$ cat src/rtl/apwm_pkg.sv
package apwm_pkg;

    // Register offsets (software-visible, decoded by the register file)
    localparam logic [7:0] OFS_PER_ACT = 8'h08;
    localparam logic [7:0] OFS_CMP_ACT = 8'h0C;
    localparam logic [7:0] OFS_PER_SHD = 8'h10;
    localparam logic [7:0] OFS_CMP_SHD = 8'h14;
    localparam logic [7:0] OFS_CTRL    = 8'h2A;

    // Control word bit positions
    localparam int CB_RUN     = 4;
    localparam int CB_SYNC_LO = 6;
    localparam int CB_SYNC_HI = 7;
    localparam int CB_MODE    = 9;
    localparam int CB_POL     = 10;

    typedef enum logic [0:0] {
        ST_HALT = 1'b0,
        ST_RUN  = 1'b1
    } cnt_state_e;

endpackage

$ cat src/rtl/apwm_regfile.sv
module apwm_regfile
    import apwm_pkg::*;
#(
    parameter int DW = 32,
    parameter int AW = 8,
    parameter int CW = 16
) (
    input  logic          clk,
    input  logic          rst_n,
    input  logic          wr_en,
    input  logic [AW-1:0] addr,
    input  logic [DW-1:0] wdata,
    input  logic          wrap,
    output logic [DW-1:0] rdata,
    output logic [DW-1:0] per_act,
    output logic [DW-1:0] cmp_act,
    output logic [DW-1:0] per_shd,
    output logic [DW-1:0] cmp_shd,
    output logic          pending,
    output logic [CW-1:0] ctrl
);

    localparam int PAD_W = DW - CW;

    // Boundary transfer first, bus write second: a bus write in the same
    // clock overrides the transfer for the register it addresses.
    always_ff @(posedge clk) begin
        if (!rst_n) begin
            per_act <= '0;
            cmp_act <= '0;
            per_shd <= '0;
            cmp_shd <= '0;
            pending <= 1'b0;
            ctrl    <= '0;
        end else begin
            if (wrap && pending) begin
                per_act <= per_shd;
                cmp_act <= cmp_shd;
                pending <= 1'b0;
            end
            if (wr_en) begin
                case (addr)
                    AW'(OFS_PER_ACT): per_act <= wdata;
                    AW'(OFS_CMP_ACT): cmp_act <= wdata;
                    AW'(OFS_PER_SHD): begin
                        per_shd <= wdata;
                        pending <= 1'b1;
                    end
                    AW'(OFS_CMP_SHD): begin
                        cmp_shd <= wdata;
                        pending <= 1'b1;
                    end
                    AW'(OFS_CTRL):    ctrl <= wdata[CW-1:0];
                    default: ;
                endcase
            end
        end
    end

    always_comb begin
        case (addr)
            AW'(OFS_PER_ACT): rdata = per_act;
            AW'(OFS_CMP_ACT): rdata = cmp_act;
            AW'(OFS_PER_SHD): rdata = per_shd;
            AW'(OFS_CMP_SHD): rdata = cmp_shd;
            AW'(OFS_CTRL):    rdata = {{PAD_W{1'b0}}, ctrl};
            default:          rdata = '0;
        endcase
    end

endmodule

$ cat src/rtl/apwm_timebase.sv
module apwm_timebase
    import apwm_pkg::*;
#(
    parameter int DW = 32
) (
    input  logic          clk,
    input  logic          rst_n,
    input  logic          run_req,
    input  logic [DW-1:0] per_act,
    output logic [DW-1:0] cnt,
    output logic          running,
    output logic          wrap
);

    cnt_state_e state_q, state_d;

    // State register
    always_ff @(posedge clk) begin
        if (!rst_n) state_q <= ST_HALT;
        else        state_q <= state_d;
    end

    // Transitions: START (HALT->RUN) and STOP (RUN->HALT)
    always_comb begin
        state_d = state_q;
        unique case (state_q)
            ST_HALT: if (run_req)  state_d = ST_RUN;
            ST_RUN:  if (!run_req) state_d = ST_HALT;
        endcase
    end

    // Outputs of the sequencer
    always_comb begin
        running = (state_q == ST_RUN);
        wrap    = running && (cnt >= per_act);
    end

    always_ff @(posedge clk) begin
        if (!rst_n)       cnt <= '0;
        else if (running) cnt <= wrap ? '0 : cnt + 1'b1;
    end

endmodule

$ cat src/rtl/apwm_wave.sv
module apwm_wave #(
    parameter int DW = 32
) (
    input  logic          mode,
    input  logic          pol,
    input  logic [DW-1:0] cnt,
    input  logic [DW-1:0] per_act,
    input  logic [DW-1:0] cmp_act,
    output logic          pwm_out
);

    logic hi_phase;

    always_comb begin
        hi_phase = (cmp_act >= per_act) || (cnt < cmp_act);
        pwm_out  = mode & (hi_phase ^ pol);
    end

endmodule

$ cat src/rtl/apwm_shadow.sv
module apwm_shadow
    import apwm_pkg::*;
#(
    parameter int DW = 32,
    parameter int AW = 8,
    parameter int CW = 16
) (
    input  logic          clk,
    input  logic          rst_n,
    input  logic          bus_wr,
    input  logic [AW-1:0] bus_addr,
    input  logic [DW-1:0] bus_wdata,
    output logic [DW-1:0] bus_rdata,
    output logic          pwm_out
);

    logic [DW-1:0] per_act, cmp_act, per_shd, cmp_shd, cnt;
    logic [CW-1:0] ctrl;
    logic          pending, running, wrap;

    apwm_regfile #(.DW(DW), .AW(AW), .CW(CW)) u_regs (
        .clk     (clk),
        .rst_n   (rst_n),
        .wr_en   (bus_wr),
        .addr    (bus_addr),
        .wdata   (bus_wdata),
        .wrap    (wrap),
        .rdata   (bus_rdata),
        .per_act (per_act),
        .cmp_act (cmp_act),
        .per_shd (per_shd),
        .cmp_shd (cmp_shd),
        .pending (pending),
        .ctrl    (ctrl)
    );

    apwm_timebase #(.DW(DW)) u_tb (
        .clk     (clk),
        .rst_n   (rst_n),
        .run_req (ctrl[CB_RUN]),
        .per_act (per_act),
        .cnt     (cnt),
        .running (running),
        .wrap    (wrap)
    );

    apwm_wave #(.DW(DW)) u_wave (
        .mode    (ctrl[CB_MODE]),
        .pol     (ctrl[CB_POL]),
        .cnt     (cnt),
        .per_act (per_act),
        .cmp_act (cmp_act),
        .pwm_out (pwm_out)
    );

endmodule

$ cat config.mk
export PLATFORM = sky130hd
export DESIGN_NAME = apwm_shadow
export DESIGN_NICKNAME = d
export VERILOG_FILES = /design/src/rtl/apwm_pkg.sv /design/src/rtl/apwm_regfile.sv /design/src/rtl/apwm_timebase.sv /design/src/rtl/apwm_wave.sv /design/src/rtl/apwm_shadow.sv
export SDC_FILE = /design/constraint.sdc
export NUM_CORES = 1
export LEC_CHECK = 0
export BUFFER_PORTS_ARGS = -buffer_cell sky130_fd_sc_hd__buf_4
export CAP_MARGIN = 20
export CORE_AREA = 5 5 185 187
export CTS_CLUSTER_SIZE = 14
export DETAILED_ROUTE_END_ITERATION = 8
export DIE_AREA = 0 0 190 192
export PLACE_DENSITY = 0.55
export SYNTH_ARGS = -nofsm -noshare
export SYNTH_HDL_FRONTEND = slang
export SYNTH_HIERARCHICAL = 1
export SYNTH_SLANG_ARGS = --single-unit
$ cat constraint.sdc
create_clock -name clk -period 3.4 [get_ports clk]
set_clock_uncertainty 0.15 [all_clocks]
set_input_delay 0.68 -clock clk [delete_from_list [all_inputs] [get_ports clk]]
set_output_delay 0.68 -clock clk [all_outputs]
set_load 0.01 [all_outputs]
== Word level (Yosys, flattened, before mapping) ==
Cells that the tools add are included.
Storage, ports and cells
  bits in registers: 178
  logic and storage cells: 38
Cells by class
  reductions and logical operators: 7
  equal/unequal tests: 5
  bitwise operators: 2
  $add $sub $neg: 1
  mux-type cells: 12
  $lt $le $gt $ge: 3
Operator list (number)
  2-to-1 mux 32 bit: 7
  case mux 32 bit (5 select lines): 1
  >= comparator 32 bit: 2
  adder 32 x 1 -> 32 bit (second input constant): 1
  less-than comparator 32 bit: 1
  == test 8 x 4 -> 1 bit (second input constant): 2
  == test 8 x 5 -> 1 bit (second input constant): 2
  == test 8 x 6 -> 1 bit (second input constant): 1
  AND reduction 2 bit: 3
  2-to-1 mux 1 bit: 4
  logical AND 1 bit: 2
  OR reduction 2 bit: 1
  AND 1 bit: 1
  logical OR 1 bit: 1
  bitwise XOR 1 bit: 1

== Logic depth before layout (Yosys ltp) ==
  depth after elaboration: 6
  gate-level depth with buffers: 14

== Modules after synthesis ==
Netlist, hierarchy kept.
By module, submodules not included
  apwm_regfile: seq. area each 2902.8 um^2, times used 1, cells an instance 769, area an instance 6957.9 um^2
  apwm_timebase: seq. area each 660.6 um^2, times used 1, cells an instance 297, area an instance 2547.4 um^2
  apwm_wave: seq. area each 0.0 um^2, times used 1, cells an instance 222, area an instance 1591.5 um^2

== Least setup slack after synthesis ==
Ideal clock, no wire load.
  path kind: reg2reg
  start point: register u_tb.cnt[0]
  end point: register u_regs.cmp_act[11]
  cell stages (with the launch flop): 14
  period minus slack after synthesis: 3.255 ns
  required time: 3.119 ns
  library setup time: 0.131 ns
  slack: 0.145 ns
  buffers on the path: 2
  data arrival time: 2.974 ns
  cells stage by stage: dfxtp_1 inv_1 ha_1 nand2b_1 a2111oi_0 nand4b_1 a31oi_1 or2_2 buf_1 nand2_1 clkbuf_1 mux2_2 nand3_1 o21ai_0
On the way
  cells in the longest elaborated chain, start to end: 6
Ends and longest elaborated chain
  start, declared: line apwm_timebase.sv:10  | output logic [DW-1:0] cnt,
  start signal, assigned: line apwm_timebase.sv:40  | else if (running) cnt <= wrap ? '0 : cnt + 1'b1;
  >= comparator 32 bit (*): line apwm_timebase.sv:35  | wrap = running && (cnt >= per_act);
  logical AND 1 bit (*): line apwm_timebase.sv:35
  net wrap: line apwm_shadow.sv:19  | logic pending, running, wrap;
  logical AND 1 bit (*): line apwm_regfile.sv:36  | if (wrap && pending) begin
  2-to-1 mux 32 bit (*): line apwm_regfile.sv:36
  2-to-1 mux 32 bit: line apwm_regfile.sv:42  | case (addr)
  2-to-1 mux 32 bit (*): line apwm_regfile.sv:41  | if (wr_en) begin
  end signal, assigned: line apwm_regfile.sv:38  | cmp_act <= cmp_shd;
  end signal, assigned: line apwm_regfile.sv:44  | AW'(OFS_CMP_ACT): cmp_act <= wdata;
  end, declared: line apwm_regfile.sv:16  | output logic [DW-1:0] cmp_act,
The timed path passes the listed nets; every way through them passes the cells marked *.
A chain may end at the register's enable or synchronous reset.

== Worst setup path in the final report ==
  start point: register u_regs.cmp_act[0]
  end point: output port pwm_out
On the way
  cells in the longest elaborated chain, start to end: 4
  elaborated cells between the ends (all ways): 5
Ends and longest elaborated chain
  >= comparator 32 bit / less-than comparator 32 bit (equally long branches): line apwm_wave.sv:15  | hi_phase = (cmp_act >= per_act) || (cnt < cmp_act);
  logical OR 1 bit (*): line apwm_wave.sv:15
  bitwise XOR 1 bit (*): line apwm_wave.sv:16  | pwm_out = mode & (hi_phase ^ pol);
  AND 1 bit (*): line apwm_wave.sv:16
  end, declared: line apwm_shadow.sv:14  | output logic pwm_out
Every way passes the cells marked *; elsewhere a longest branch is shown, timed or not.

==> results.md <==
* Run status: finished with violations
* Failing checks: setup timing
* Power density normalized to cell area at around 320 nW/um^2
* Number of vias in the routed layout at 9,691
* Max-cap violations at 0
* Setup repair after global routing missed its margin: yes
* Per-cell routed wire length at 18.8 um
* Post-Syn Area at 11,100 sq um
* Max Buffers Root-to-Sink at 2
* VDD IR-drop max at ~310 uV
* Count of antenna-violating nets left after detailed routing at 0
* Skew-Pair Late Insertion Delay at 0.44 ns
* Post-synth cell types at 63
* Seq/Total Area, Yosys at 0.321
* Area grow syn2layout at 19.6%
* Max-slew headroom at 0.478
* Number of antenna violations at the first check in global routing at 0
* Chain of cells forming the critical path: inv_2 -> ha_4 -> nand2b_4 -> a211oi_2 -> o21bai_1 -> a221oi_2 -> o31ai_2 -> a211oi_4 -> mux2i_1 -> buf_4
* Deepest level of the CTS H-tree at 4
* TritonRoute pass-1 iters at 6
* Fmax achieved at 285 MHz
* Via count of the first global-routing pass at 9,799
* Top-level I/O count at 76
* Most used flip-flop cell after synthesis: dfxtp_1
* Path class of the lowest-slack min-delay path: flip-flop to flip-flop
* Library cell used as clock root buffer: clkbuf_16
* Die Width at 190 um
* Starting utilization of the core area at 0.344
* IO Port Bufs at 75
* Leakage dissipation at 5.86 nW
* CTS tree: done
* Origin of the worst min-delay path: u_regs/ctrl[11]$_SDFFE_PN0P_
* CP delay by family, top: compound AO/OA/AOI/OAI gates
* Launching instance or port of the critical path: u_regs/cmp_act[0]$_SDFF_PN0_
* Total CTS buffers at 17
* Critical Path End Type: output port
* Number of nets produced by synthesis at around 1,400
* Number of enable flip-flop cells after synthesis at 0
* Yosys warning count at 6
* Number of standard cells in the final layout excluding fillers at 1,823
* Post-Syn Area per Cell at 8.62 sq um
* Floorplan row count at 66
* Final Slew Violations at 0
* Number of hold buffers added after cts at 0
* Clock input transition at the sequential cells of the worst setup and hold paths at 0.07 ns
* First-pass GRT wire length at 54,100 um
* Final Hold Viols at 0
* Total Routed Length at approximately 34,000 um
* Vias per inst at 5.32
* Final hold slack at 0.317 ns
* Final count of negative-setup-slack endpoints at 1
* Grt total ovfl at 0
* Total power of the final layout at 4.26 mW
* Die Ht at 192 um
* Detailed router's first-iteration violation count at 673
* Core area at 32,300 sq um
* Largest incremental delay on the critical path at 0.39 ns
* Setup WS post-layout at -0.109 ns
* Maximum net fanout on the critical path at 2
* # clock sinks at 178
* Placer's final routability congestion estimate at approximately 0.83
* Maximum number of pins on one net before global-route repair at 93
* Ratio of final minimum period to clock period at 1.03
* Detail Placement HPWL at 23,600 um
* Post-layout net count at 1,507
* Arrival time at the worst endpoint at roughly 2.7 ns
* Layout cells sized above 1 at 0.217
* Placed insts at 1,785
* Die Outline Area at 36,500 sq um
* Post-route minimum period at 3.51 ns
* Post-synthesis cell count at ~1,300
* Antenna Cells at 0
* Residual DRC at 0
* Transition time at the pin with the least slew margin at 0.782 ns
* GRT Resource Usage Total at 0.186
* Buffers and inverters on the worst path at 2
* Setup TNS at -0.109 ns
* Slowest CP cell: a221oi_2
* Fraction of synthesis flops using an asynchronous set or reset pin at 0
* Post-Place Setup Slack at 0.107 ns
* Worst Path Class, Setup: flip-flop to output port
* Flip-flop and latch count after synthesis at 178
* Startpoint Class: flip-flop
* Data required time at the worst endpoint at 2.57 ns
* Launching point of the worst reg2reg path: u_regs/per_act[0]$_SDFF_PN0_
[stage by stage]
stage / utilization / area [sq um]
2_1_floorplan: - / 11100
3_3_place_gp: 0.385 / 12400
3_5_place_dp: 0.385 / 12400
4_1_cts: 0.408 / 13200
5_1_grt: 0.411 / 13300
6_report: 0.411 / 13300
[state kept, by name, summed over array words and instances (netlist names)]
name	cells
u_regs/cmp_act	32
u_regs/cmp_shd	32
u_regs/ctrl	16
u_regs/pending	1
u_regs/per_act	32
u_regs/per_shd	32
u_tb/cnt	32
u_tb/running	1
[Yosys cell counts (all sizes together), types with 11 or more instances]
master,count,area share
nand2,196,0.068
dfxtp,178,0.32
nand3,121,0.055
mux2i,119,0.11
inv,102,0.035
ha,96,0.11
clkbuf,57,0.019
o21ai,50,0.023
nor4,44,0.036
mux2,37,0.038
a21oi,36,0.016
o211a,32,0.029
nor2,30,0.010
buf,29,0.016
xnor2,24,0.019
nand4,18,0.013
a221o,16,0.014
nor3,11,0.0059
[power breakdown]
part	switching (mW)	internal, mW
clock	0.889	1.09
sequential	0.00269	2.08
combinational	0.121	0.0741
total	1.01	3.25
[tightest hold or removal path: stages, from the launching register on]
cell     delay [ns]
dfxtp_1        0.31
nand2_1        0.05
mux2i_1        0.06
[cell usage in the layout, fill, tap and decap left out, types with 4 or more instances in the layout]
cell | Yosys | layout
nand2b_1 | 5 | 5
nor2_1 | 30 | 28
buf_4 | 4 | 138
o21ai_1 | 3 | 4
clkinvlp_4 | 0 | 5
dfxtp_2 | 0 | 22
buf_12 | 0 | 8
xnor2_1 | 24 | 24
nor4_2 | 8 | 8
dfxtp_1 | 178 | 152
nand2_1 | 193 | 192
nor4_1 | 31 | 31
a22oi_1 | 6 | 6
dfxtp_4 | 0 | 4
inv_1 | 102 | 101
nor3_2 | 2 | 4
clkbuf_16 | 0 | 18
clkbuf_8 | 0 | 4
o211a_1 | 32 | 32
a21o_1 | 7 | 7
o21ai_0 | 47 | 44
nand3_1 | 120 | 118
nor4_4 | 5 | 5
a221o_1 | 16 | 16
and4_1 | 4 | 4
nand4_1 | 16 | 16
mux2_2 | 37 | 37
mux2i_1 | 119 | 119
a22o_1 | 7 | 7
a21oi_1 | 36 | 33
o22ai_1 | 10 | 10
nor3_1 | 9 | 7
xor2_1 | 7 | 7
ha_1 | 96 | 93
[cell type report]
class	count	area, sq um
Clock buffer	22	484
Clock inverter	10	98.8
Multi-Input combinational cell	922	6930
Fill cell	3266	19000
Inverter	102	383
Sequential cell	178	3610
Tap cell	442	553
Timing Repair Buffer	147	1220
[logic make-up after synthesis]
group / share of synthesized area
simple gates: 0.212
buf+inv: 0.0701
compound gates: 0.119
flops: 0.321
mux: 0.145
fa+ha+maj: 0.108
xor+xnor: 0.0245
[worst paths after layout]
| kind | to | slack, ns | cells past startpoint |
|---|---|---|---|
| hold reg to reg | u_regs/ctrl[11]$_SDFFE_PN0P_ | 0.32 | 2 |
| setup / recovery | pwm_out | -0.11 | 10 |
| setup reg to reg | u_regs/cmp_act[14]$_SDFF_PN0_ | 0.25 | 11 |
| hold / removal | u_regs/ctrl[11]$_SDFFE_PN0P_ | 0.32 | 2 |
[what timing repair did]
action | CTS | global route
gates cloned | 0 | 1
endpoints found under the setup margin | 1 | 4
resized for setup | 44 | 17
setup buffers | 3 | 2
pin swaps | 14 | 3
[per-layer routing]
metal / wire length (um) / global-route usage / vias to the layer above
met5: 0 / 0 / -
met4: 783 / 0.0576 / 0
met3: 1580 / 0.0293 / 52
met2: 15800 / 0.303 / 262
met1: 16200 / 0.253 / 4643
li1: - / - / 4734
Power figures use the tool's default switching activity.
